**config.mk**
```make
export PLATFORM = sky130hd
export DESIGN_NAME = irq_dma_router
export DESIGN_NICKNAME = d
export VERILOG_FILES = /design/src/rtl/mir_pkg.sv /design/src/rtl/mir_clk_ctl.sv /design/src/rtl/mir_req_bank.sv /design/src/rtl/mir_mask_reg.sv /design/src/rtl/mir_route.sv /design/src/rtl/irq_dma_router.sv
export SDC_FILE = /design/constraint.sdc
export NUM_CORES = 1
export LEC_CHECK = 0
export ABC_AREA = 1
export CAP_MARGIN = 20
export CORE_ASPECT_RATIO = 1.5
export CORE_MARGIN = 3
export CORE_UTILIZATION = 41
export DETAILED_ROUTE_END_ITERATION = 7
export HOLD_SLACK_MARGIN = 0.02
export PLACE_DENSITY = 0.92
export SETUP_SLACK_MARGIN = 0.1
export SLEW_MARGIN = 20
export SYNTH_ARGS = -nofsm -noshare
export SYNTH_HDL_FRONTEND = slang
export SYNTH_HIERARCHICAL = 1
export SYNTH_SLANG_ARGS = --single-unit
```
**constraint.sdc**
```tcl
create_clock -name clk -period 1.9 [get_ports clk]
set_input_delay 0.38 -clock clk [delete_from_list [all_inputs] [get_ports clk]]
set_output_delay 0.38 -clock clk [all_outputs]
set_load 0.1 [all_outputs]
```
**src/rtl/mir_pkg.sv**
```systemverilog
// Package: shared parameters and the decoded clock-command type for the
// interrupt and DMA request router. Assumes one clock domain.
package mir_pkg;
    localparam int unsigned DEF_NREQ       = 13;
    localparam int unsigned DEF_WR_W       = 32;
    localparam int unsigned DEF_CLKOFF_BIT = 4;
    localparam int unsigned DEF_RX_BIT     = 5;
    localparam int unsigned DEF_TX_BIT     = 6;

    // Decoded card-clock command for one cycle; HALT outranks RUN.
    typedef enum logic [1:0] {
        CLK_HOLD = 2'd0,
        CLK_RUN  = 2'd1,
        CLK_HALT = 2'd2
    } clk_cmd_e;
endpackage

```
**src/rtl/mir_clk_ctl.sv**
```systemverilog
// Card-clock control: decodes start/stop strobes into one command (stop
// wins), keeps the clock-enabled status and issues a one-cycle abort.
// Assumes strobes are single-cycle pulses; synchronous active-low reset.
module mir_clk_ctl
    import mir_pkg::*;
(
    input  logic     clk,
    input  logic     rst_n,
    input  logic     start_i,
    input  logic     stop_i,
    output clk_cmd_e cmd_o,
    output logic     clk_en_o,
    output logic     abort_o
);
    logic clk_en_q;
    logic abort_q;

    // Decode the strobes; the stop is handled after the start so it wins.
    always_comb begin
        cmd_o = CLK_HOLD;
        if (start_i) cmd_o = CLK_RUN;
        if (stop_i)  cmd_o = CLK_HALT;
    end

    // Hold the clock-enabled status and register the abort pulse.
    always_ff @(posedge clk) begin
        if (!rst_n) begin
            clk_en_q <= 1'b0;
            abort_q  <= 1'b0;
        end else begin
            abort_q <= (cmd_o == CLK_HALT);
            case (cmd_o)
                CLK_RUN:  clk_en_q <= 1'b1;
                CLK_HALT: clk_en_q <= 1'b0;
                default:  clk_en_q <= clk_en_q;
            endcase
        end
    end

    assign clk_en_o = clk_en_q;
    assign abort_o  = abort_q;

    // a lone start turns the clock on.
    a_r9_start_enables: assert property (@(posedge clk) disable iff (!rst_n)
        (start_i && !stop_i) |=> clk_en_o);
    // a stop turns the clock off and aborts for one cycle.
    a_r10_stop_aborts: assert property (@(posedge clk) disable iff (!rst_n)
        stop_i |=> (!clk_en_o && abort_o));
    // the abort never lasts beyond the cycle after a stop.
    a_r10_abort_single: assert property (@(posedge clk) disable iff (!rst_n)
        !stop_i |=> !abort_o);
endmodule

```
**src/rtl/mir_req_bank.sv**
```systemverilog
// Request bank: one flop per request bit with set/clear pulses (set wins).
// The clock-off bit is also driven by the clock command, which outranks
// the pulses. Exposes the next-state vector so outputs can be registered
// in the same edge. Synchronous active-low reset.
module mir_req_bank
    import mir_pkg::*;
#(
    parameter int unsigned NREQ       = DEF_NREQ,
    parameter int unsigned CLKOFF_BIT = DEF_CLKOFF_BIT
) (
    input  logic            clk,
    input  logic            rst_n,
    input  logic [NREQ-1:0] set_i,
    input  logic [NREQ-1:0] clr_i,
    input  clk_cmd_e        cmd_i,
    output logic [NREQ-1:0] req_d_o,
    output logic [NREQ-1:0] req_q_o
);
    localparam logic [NREQ-1:0] CLKOFF_MASK = NREQ'(1) << CLKOFF_BIT;

    logic [NREQ-1:0] req_q;
    logic [NREQ-1:0] req_d;

    for (genvar i = 0; i < NREQ; i++) begin : g_bit
        if (i == CLKOFF_BIT) begin : g_clkoff
            // Next value of the clock-off bit: clock command first, then pulses.
            always_comb begin
                if (cmd_i == CLK_HALT)      req_d[i] = 1'b1;
                else if (cmd_i == CLK_RUN)  req_d[i] = 1'b0;
                else if (set_i[i])          req_d[i] = 1'b1;
                else if (clr_i[i])          req_d[i] = 1'b0;
                else                        req_d[i] = req_q[i];
            end
        end else begin : g_plain
            // Next value of an ordinary request bit: set outranks clear.
            always_comb begin
                if (set_i[i])      req_d[i] = 1'b1;
                else if (clr_i[i]) req_d[i] = 1'b0;
                else               req_d[i] = req_q[i];
            end
        end
    end

    // Store the request vector.
    always_ff @(posedge clk) begin
        if (!rst_n) req_q <= '0;
        else        req_q <= req_d;
    end

    assign req_d_o = req_d;
    assign req_q_o = req_q;

    // every pulsed set (outside the clock-off bit) is visible next cycle.
    a_r3_set_lands: assert property (@(posedge clk) disable iff (!rst_n)
        |(set_i & ~CLKOFF_MASK) |=>
        ((req_q & $past(set_i) & ~CLKOFF_MASK) == ($past(set_i) & ~CLKOFF_MASK)));
    // a clear without a set removes the bit.
    a_r3_clr_lands: assert property (@(posedge clk) disable iff (!rst_n)
        |(clr_i & ~set_i & ~CLKOFF_MASK) |=>
        ((req_q & $past(clr_i & ~set_i) & ~CLKOFF_MASK) == '0));
    // clock commands own the clock-off bit.
    a_r11_halt_sets_clkoff: assert property (@(posedge clk) disable iff (!rst_n)
        (cmd_i == CLK_HALT) |=> req_q[CLKOFF_BIT]);
    a_r9_run_clears_clkoff: assert property (@(posedge clk) disable iff (!rst_n)
        (cmd_i == CLK_RUN) |=> !req_q[CLKOFF_BIT]);
endmodule

```
**src/rtl/mir_mask_reg.sv**
```systemverilog
// Mask register: captures the low NREQ bits of a wider write word.
// Exposes the next-state value for same-edge output registration.
// Synchronous active-low reset.
module mir_mask_reg
    import mir_pkg::*;
#(
    parameter int unsigned NREQ = DEF_NREQ,
    parameter int unsigned WR_W = DEF_WR_W
) (
    input  logic            clk,
    input  logic            rst_n,
    input  logic            wr_en_i,
    input  logic [WR_W-1:0] wr_data_i,
    output logic [NREQ-1:0] mask_d_o,
    output logic [NREQ-1:0] mask_q_o
);
    logic [NREQ-1:0] mask_q;

    // Select the written value or keep the stored one.
    always_comb mask_d_o = wr_en_i ? wr_data_i[NREQ-1:0] : mask_q;

    // Store the mask.
    always_ff @(posedge clk) begin
        if (!rst_n) mask_q <= '0;
        else        mask_q <= mask_d_o;
    end

    assign mask_q_o = mask_q;

    // upper write bits never reach the register.
    a_r4_upper_dropped: assert property (@(posedge clk) disable iff (!rst_n)
        (wr_en_i && |wr_data_i[WR_W-1:NREQ]) |=>
        (mask_q == $past(wr_data_i[NREQ-1:0])));
    // without a write the mask holds.
    a_r4_mask_holds: assert property (@(posedge clk) disable iff (!rst_n)
        !wr_en_i |=> $stable(mask_q));
endmodule

```
**src/rtl/mir_route.sv**
```systemverilog
// Output router: forms the processor interrupt from next-state requests
// and mask, hiding the two FIFO service bits when DMA is enabled, and
// drives the DMA request lines from those bits (held while DMA is off).
// Synchronous active-low reset.
module mir_route
    import mir_pkg::*;
#(
    parameter int unsigned NREQ   = DEF_NREQ,
    parameter int unsigned RX_BIT = DEF_RX_BIT,
    parameter int unsigned TX_BIT = DEF_TX_BIT
) (
    input  logic            clk,
    input  logic            rst_n,
    input  logic [NREQ-1:0] req_d_i,
    input  logic [NREQ-1:0] mask_d_i,
    input  logic            dma_en_i,
    output logic            irq_o,
    output logic            rx_o,
    output logic            tx_o
);
    localparam logic [NREQ-1:0] DMA_BITS = (NREQ'(1) << RX_BIT) | (NREQ'(1) << TX_BIT);

    logic [NREQ-1:0] eff_mask;
    logic            irq_q;
    logic            rx_q;
    logic            tx_q;

    // Widen the mask over the FIFO service bits while DMA owns them.
    always_comb eff_mask = dma_en_i ? (mask_d_i | DMA_BITS) : mask_d_i;

    // Register the interrupt and the DMA lines (lines hold while DMA is off).
    always_ff @(posedge clk) begin
        if (!rst_n) begin
            irq_q <= 1'b0;
            rx_q  <= 1'b0;
            tx_q  <= 1'b0;
        end else begin
            irq_q <= |(req_d_i & ~eff_mask);
            if (dma_en_i) begin
                rx_q <= req_d_i[RX_BIT];
                tx_q <= req_d_i[TX_BIT];
            end
        end
    end

    assign irq_o = irq_q;
    assign rx_o  = rx_q;
    assign tx_o  = tx_q;

    // with DMA on, FIFO service bits alone cannot raise the interrupt.
    a_r6_dma_hides_fifo: assert property (@(posedge clk) disable iff (!rst_n)
        (dma_en_i && ((req_d_i & ~mask_d_i & ~DMA_BITS) == '0)) |=> !irq_o);
    // an unmasked non-FIFO request always raises the interrupt.
    a_r5_unmasked_raises: assert property (@(posedge clk) disable iff (!rst_n)
        (|(req_d_i & ~mask_d_i & ~DMA_BITS)) |=> irq_o);
    // DMA lines are frozen while DMA is disabled.
    a_r8_dma_lines_hold: assert property (@(posedge clk) disable iff (!rst_n)
        !dma_en_i |=> ($stable(rx_o) && $stable(tx_o)));
    // with DMA on, the lines track the FIFO service bits.
    a_r7_dma_follow: assert property (@(posedge clk) disable iff (!rst_n)
        dma_en_i |=> ((rx_o == $past(req_d_i[RX_BIT])) && (tx_o == $past(req_d_i[TX_BIT]))));
endmodule

```
**src/rtl/irq_dma_router.sv**
```systemverilog
// Top: interrupt and DMA request router of a memory-card host controller.
// Holds the request and mask registers and the card-clock status, and
// drives one processor interrupt plus receive/transmit DMA requests.
// Assumes all pulses are single-cycle and synchronous to clk.
module irq_dma_router
    import mir_pkg::*;
#(
    parameter int unsigned NREQ       = DEF_NREQ,
    parameter int unsigned WR_W       = DEF_WR_W,
    parameter int unsigned CLKOFF_BIT = DEF_CLKOFF_BIT,
    parameter int unsigned RX_BIT     = DEF_RX_BIT,
    parameter int unsigned TX_BIT     = DEF_TX_BIT
) (
    input  logic            clk,
    input  logic            rst_n,
    input  logic [NREQ-1:0] req_set,
    input  logic [NREQ-1:0] req_clr,
    input  logic            mask_wr_en,
    input  logic [WR_W-1:0] mask_wr_data,
    input  logic            dma_en,
    input  logic            clk_start,
    input  logic            clk_stop,
    output logic [NREQ-1:0] req_out,
    output logic [NREQ-1:0] mask_out,
    output logic            cpu_irq,
    output logic            rx_dma_req,
    output logic            tx_dma_req,
    output logic            clk_enabled,
    output logic            xfer_abort
);
    clk_cmd_e        clk_cmd;
    logic [NREQ-1:0] req_next;
    logic [NREQ-1:0] mask_next;

    mir_clk_ctl u_clk (
        .clk      (clk),
        .rst_n    (rst_n),
        .start_i  (clk_start),
        .stop_i   (clk_stop),
        .cmd_o    (clk_cmd),
        .clk_en_o (clk_enabled),
        .abort_o  (xfer_abort)
    );

    mir_req_bank #(.NREQ(NREQ), .CLKOFF_BIT(CLKOFF_BIT)) u_req (
        .clk     (clk),
        .rst_n   (rst_n),
        .set_i   (req_set),
        .clr_i   (req_clr),
        .cmd_i   (clk_cmd),
        .req_d_o (req_next),
        .req_q_o (req_out)
    );

    mir_mask_reg #(.NREQ(NREQ), .WR_W(WR_W)) u_mask (
        .clk       (clk),
        .rst_n     (rst_n),
        .wr_en_i   (mask_wr_en),
        .wr_data_i (mask_wr_data),
        .mask_d_o  (mask_next),
        .mask_q_o  (mask_out)
    );

    mir_route #(.NREQ(NREQ), .RX_BIT(RX_BIT), .TX_BIT(TX_BIT)) u_route (
        .clk      (clk),
        .rst_n    (rst_n),
        .req_d_i  (req_next),
        .mask_d_i (mask_next),
        .dma_en_i (dma_en),
        .irq_o    (cpu_irq),
        .rx_o     (rx_dma_req),
        .tx_o     (tx_dma_req)
    );

    // simultaneous start and stop leave the clock off with clock-off pending.
    a_r11_stop_wins: assert property (@(posedge clk) disable iff (!rst_n)
        (clk_start && clk_stop) |=> (!clk_enabled && req_out[CLKOFF_BIT] && xfer_abort));
    // one cycle after reset is released, everything is still clear.
    a_r1_reset_clear: assert property (@(posedge clk)
        !rst_n |=> (req_out == '0 && mask_out == '0 && !cpu_irq && !rx_dma_req &&
                    !tx_dma_req && !clk_enabled && !xfer_abort));
endmodule

```
==> key figures <==
Worst setup path
  • CP max FO: 13
  • WP data arrival: 1800 ps
  • Crit path max-delay family: buffers and inverters
  • Crit path launch type: input pin
  • CP cell instances: clkdlybuf4s50_1 -> inv_2 -> nand2_4 -> nand2_2 -> inv_1 -> inv_1 -> nand2_1 -> nand2_1 -> nor2_1 -> nand2_1 -> nor2_1 -> nor2_1
  • CP required: 2080 ps
  • WP buf/inv: 4
  • CP endpoint kind: flip-flop
  • CP Class: in -> reg
  • CP max stage delay: 520 ps
  • Worst path slowest cell: clkdlybuf4s50_1

Yosys
  • Distinct cells, synth: 16
  • Total number of yosys warnings: 6
  • Synthesized area: 1669 um2
  • Top cells by area, synth: dfxtp_1 37%, inv_1 19%, nand2_1 13%, nand2_2 7.1%, nand2_4 6.7%
  • Area leader, netlist: dfxtp_1
  • Synthesized instance count: 256
  • Sequential fraction of the synthesis area: 0.3718
  • Synthesis-stage register bit count: 31
  • Syn nets: 320
  • Post-Syn Area per Cell: 6.520 um2
  • Top-area cell type share of the netlist area: 0.3718

Timing
  • Final Skew: between 2 and 2.5 ps
  • Rel. slew slack: 0.6689
  • Fin. max-slew vios: 0
  • Max Clock Freq: around 0.62 GHz
  • Crit path time final: around 1600 ps
  • Setup-failing EPs final: 0
  • Period Utilization, post-route: 0.8528
  • Final setup margin: ~280 ps
  • RSZ-0062 raised after global routing: false
  • Final hold violation count: 0
  • Slew @ Worst Pin: ~500 ps

Die
  • Initial core utilization: 0.4411
  • Row cnt: 27
  • Die H: 84.15 um
  • Core Area: 3784 um2
  • Chip Width: 58.10 um
  • Die area: slightly below 5000 um2
  • Boundary Pins: 95

Cells and area
  • Nets: 400
  • Design area: ~2500 um2
  • Final Instance Count excl. Fillers: 380
  • ANT cells: 0
  • Area of the multi-input gates: 666.9 um2
  • Most frequent cells in the layout: 86 x inv_1, 60 x nand2_1, 44 x clkdlybuf4s50_1, 34 x buf_4, 31 x dfxtp_1
  • Filler cells: 328
  • P&R area growth vs syn: 48.88%
  • Most common cell after layout, fill and taps aside: inv_1
  • Register area: 620.6 um2
  • Ratio of cells with drive above 1 in the final layout: 0.2493

Worst hold path
  • Hold Crit Class: reg -> reg

Routing
  • DR DRC count: 0
  • DR WL/cell: 9.779 um
  • Detailed Route Iter0 Violations: 18
  • Total number of vias: 1569
  • Number of routed nets with antenna violations: 0
  • Detailed Route WL: around 3700 um
  • Via density: between 4 and 5
  • Drt pass-1 iters: 4

Clock network
  • Post-CTS Setup Inserts: 0
  • CTS tree: built
  • Root buffer cell: clkbuf_8
  • Reg clk slew, reported paths: 60 ps
  • Clock Latency Late Sink: 280 ps
  • Clock sinks: 31
  • Cts bufs inserted: 5
  • Post_cts resized: 0
  • Clk buf depth: 2
  • Hold_buf cts: 0
  • H-tree levels: 2

Global routing
  • Largest net degree at the start of global routing: 14
  • Initial antenna violation count: 0
  • Overflow after GRT: 0
  • Total GRT Usage: 0.1758
  • Via count of the first global-routing pass: around 1600
  • First-pass GRT wire length: between 6000 and 7000 um

Placement
  • IO buf count: 75
  • GP Congestion: about 0.81
  • Placed inst area: 2367 um2
  • Final HPWL DP: 3067 um
  • Dpl cells: approximately 370
  • Setup WS pre-CTS: -29.57 ps

Power
  • Peak VDD IR: 0.6457 mV
  • Leakage Power: 0.001455 uW
  • Pwr Density: 835.1 nW/um2

Run status
  • Status: finished, final reports clean

Flow run
  • MaxCap Viol Count: 0
## cells in the mapped netlist
| cell type | number |
|---|---|
| inv_1 | 86 |
| nand2_1 | 60 |
| dfxtp_1 | 31 |
| nand2_2 | 19 |
| nor2_1 | 16 |
| a21oi_1 | 12 |
| nor2_2 | 11 |
| nand2_4 | 10 |
| buf_4 | 2 |
| inv_2 | 2 |
| o21ai_0 | 2 |
| buf_12 | 1 |
| buf_2 | 1 |
| buf_6 | 1 |
| nand3_1 | 1 |
| or2_0 | 1 |
## layout make-up
cell class                 instances  share of cell area
sequential                        31              0.2497
clock buffer                       6             0.03323
inverter                          88              0.1329
clock inverter                     2             0.01410
tap                               43             0.02165
timing repair buffer              78              0.2800
multi-input combinational        132              0.2684
## logic make-up (layout without fill, tap and decap cells)
group                  Yosys count  count (layout)  synth area share
and+or+nand+nor                118             118            0.3576
AOI/OAI and AO/OA               14              14           0.04198
buffers and inverters           93             174            0.2286
DFF                             31              31            0.3718
## final timing paths
| kind | startpoint | to | slack (ps) | cells past startpoint |
|---|---|---|---|---|
| setup reg to reg | u_mask/mask_q_o[0] | u_route/irq_o | 750 | 11 |
| setup / recovery | mask_wr_en | u_route/irq_o | 280 | 12 |
| hold reg to reg | u_req/req_q_o[8] | u_req/req_q_o[8] | 490 | 2 |
| hold / removal | u_req/req_q_o[8] | u_req/req_q_o[8] | 490 | 2 |
## flip-flops by register name, indices dropped and copies added (netlist names)
| register | cells |
|---|---|
| u_clk/abort_o | 1 |
| u_clk/clk_en_o | 1 |
| u_mask/mask_q_o | 13 |
| u_req/req_q_o | 13 |
| u_route/irq_o | 1 |
| u_route/rx_o | 1 |
| u_route/tx_o | 1 |
## power by group
group | internal [uW] | total, uW | switching (uW) | leakage, uW
combinational | 209 | 697 | 489 | 0.00114
clock | 424 | 661 | 237 | 0.0000612
sequential | 695 | 717 | 22.0 | 0.000259
## through the flow
| step | setup TNS [ps] | hold WS [ps] | utilization | total power (uW) |
|---|---|---|---|---|
| 2_1_floorplan | 0 | 473.5 | - | 1238 |
| 3_3_place_gp | -3.118 | 471.2 | 0.6257 | 1421 |
| 3_5_place_dp | -29.57 | 479.2 | 0.6257 | 1432 |
| 4_1_cts | 0 | 489.4 | 0.6567 | 2103 |
| 5_1_grt | 0 | 503.8 | 0.6567 | 2188 |
| 6_report | 0 | 486.2 | 0.6567 | 2075 |
## worst min-delay path: cells and delay by family, from the launching register on
kind	cells	cell delay, ps
flops	1	310
compound gates	1	60
simple gates	1	70
## metal layers
| layer | GRT usage | part of all wire | vias to the layer above |
|---|---|---|---|
| met1 | 0.1782 | 0.35 | 669 |
| li1 | - | - | 852 |
| met4 | 0.07173 | 0.026 | 0 |
| met2 | 0.3282 | 0.57 | 41 |
| met5 | 0 | 0 | - |
| met3 | 0.04462 | 0.052 | 7 |
Power figures use the tool's default switching activity.
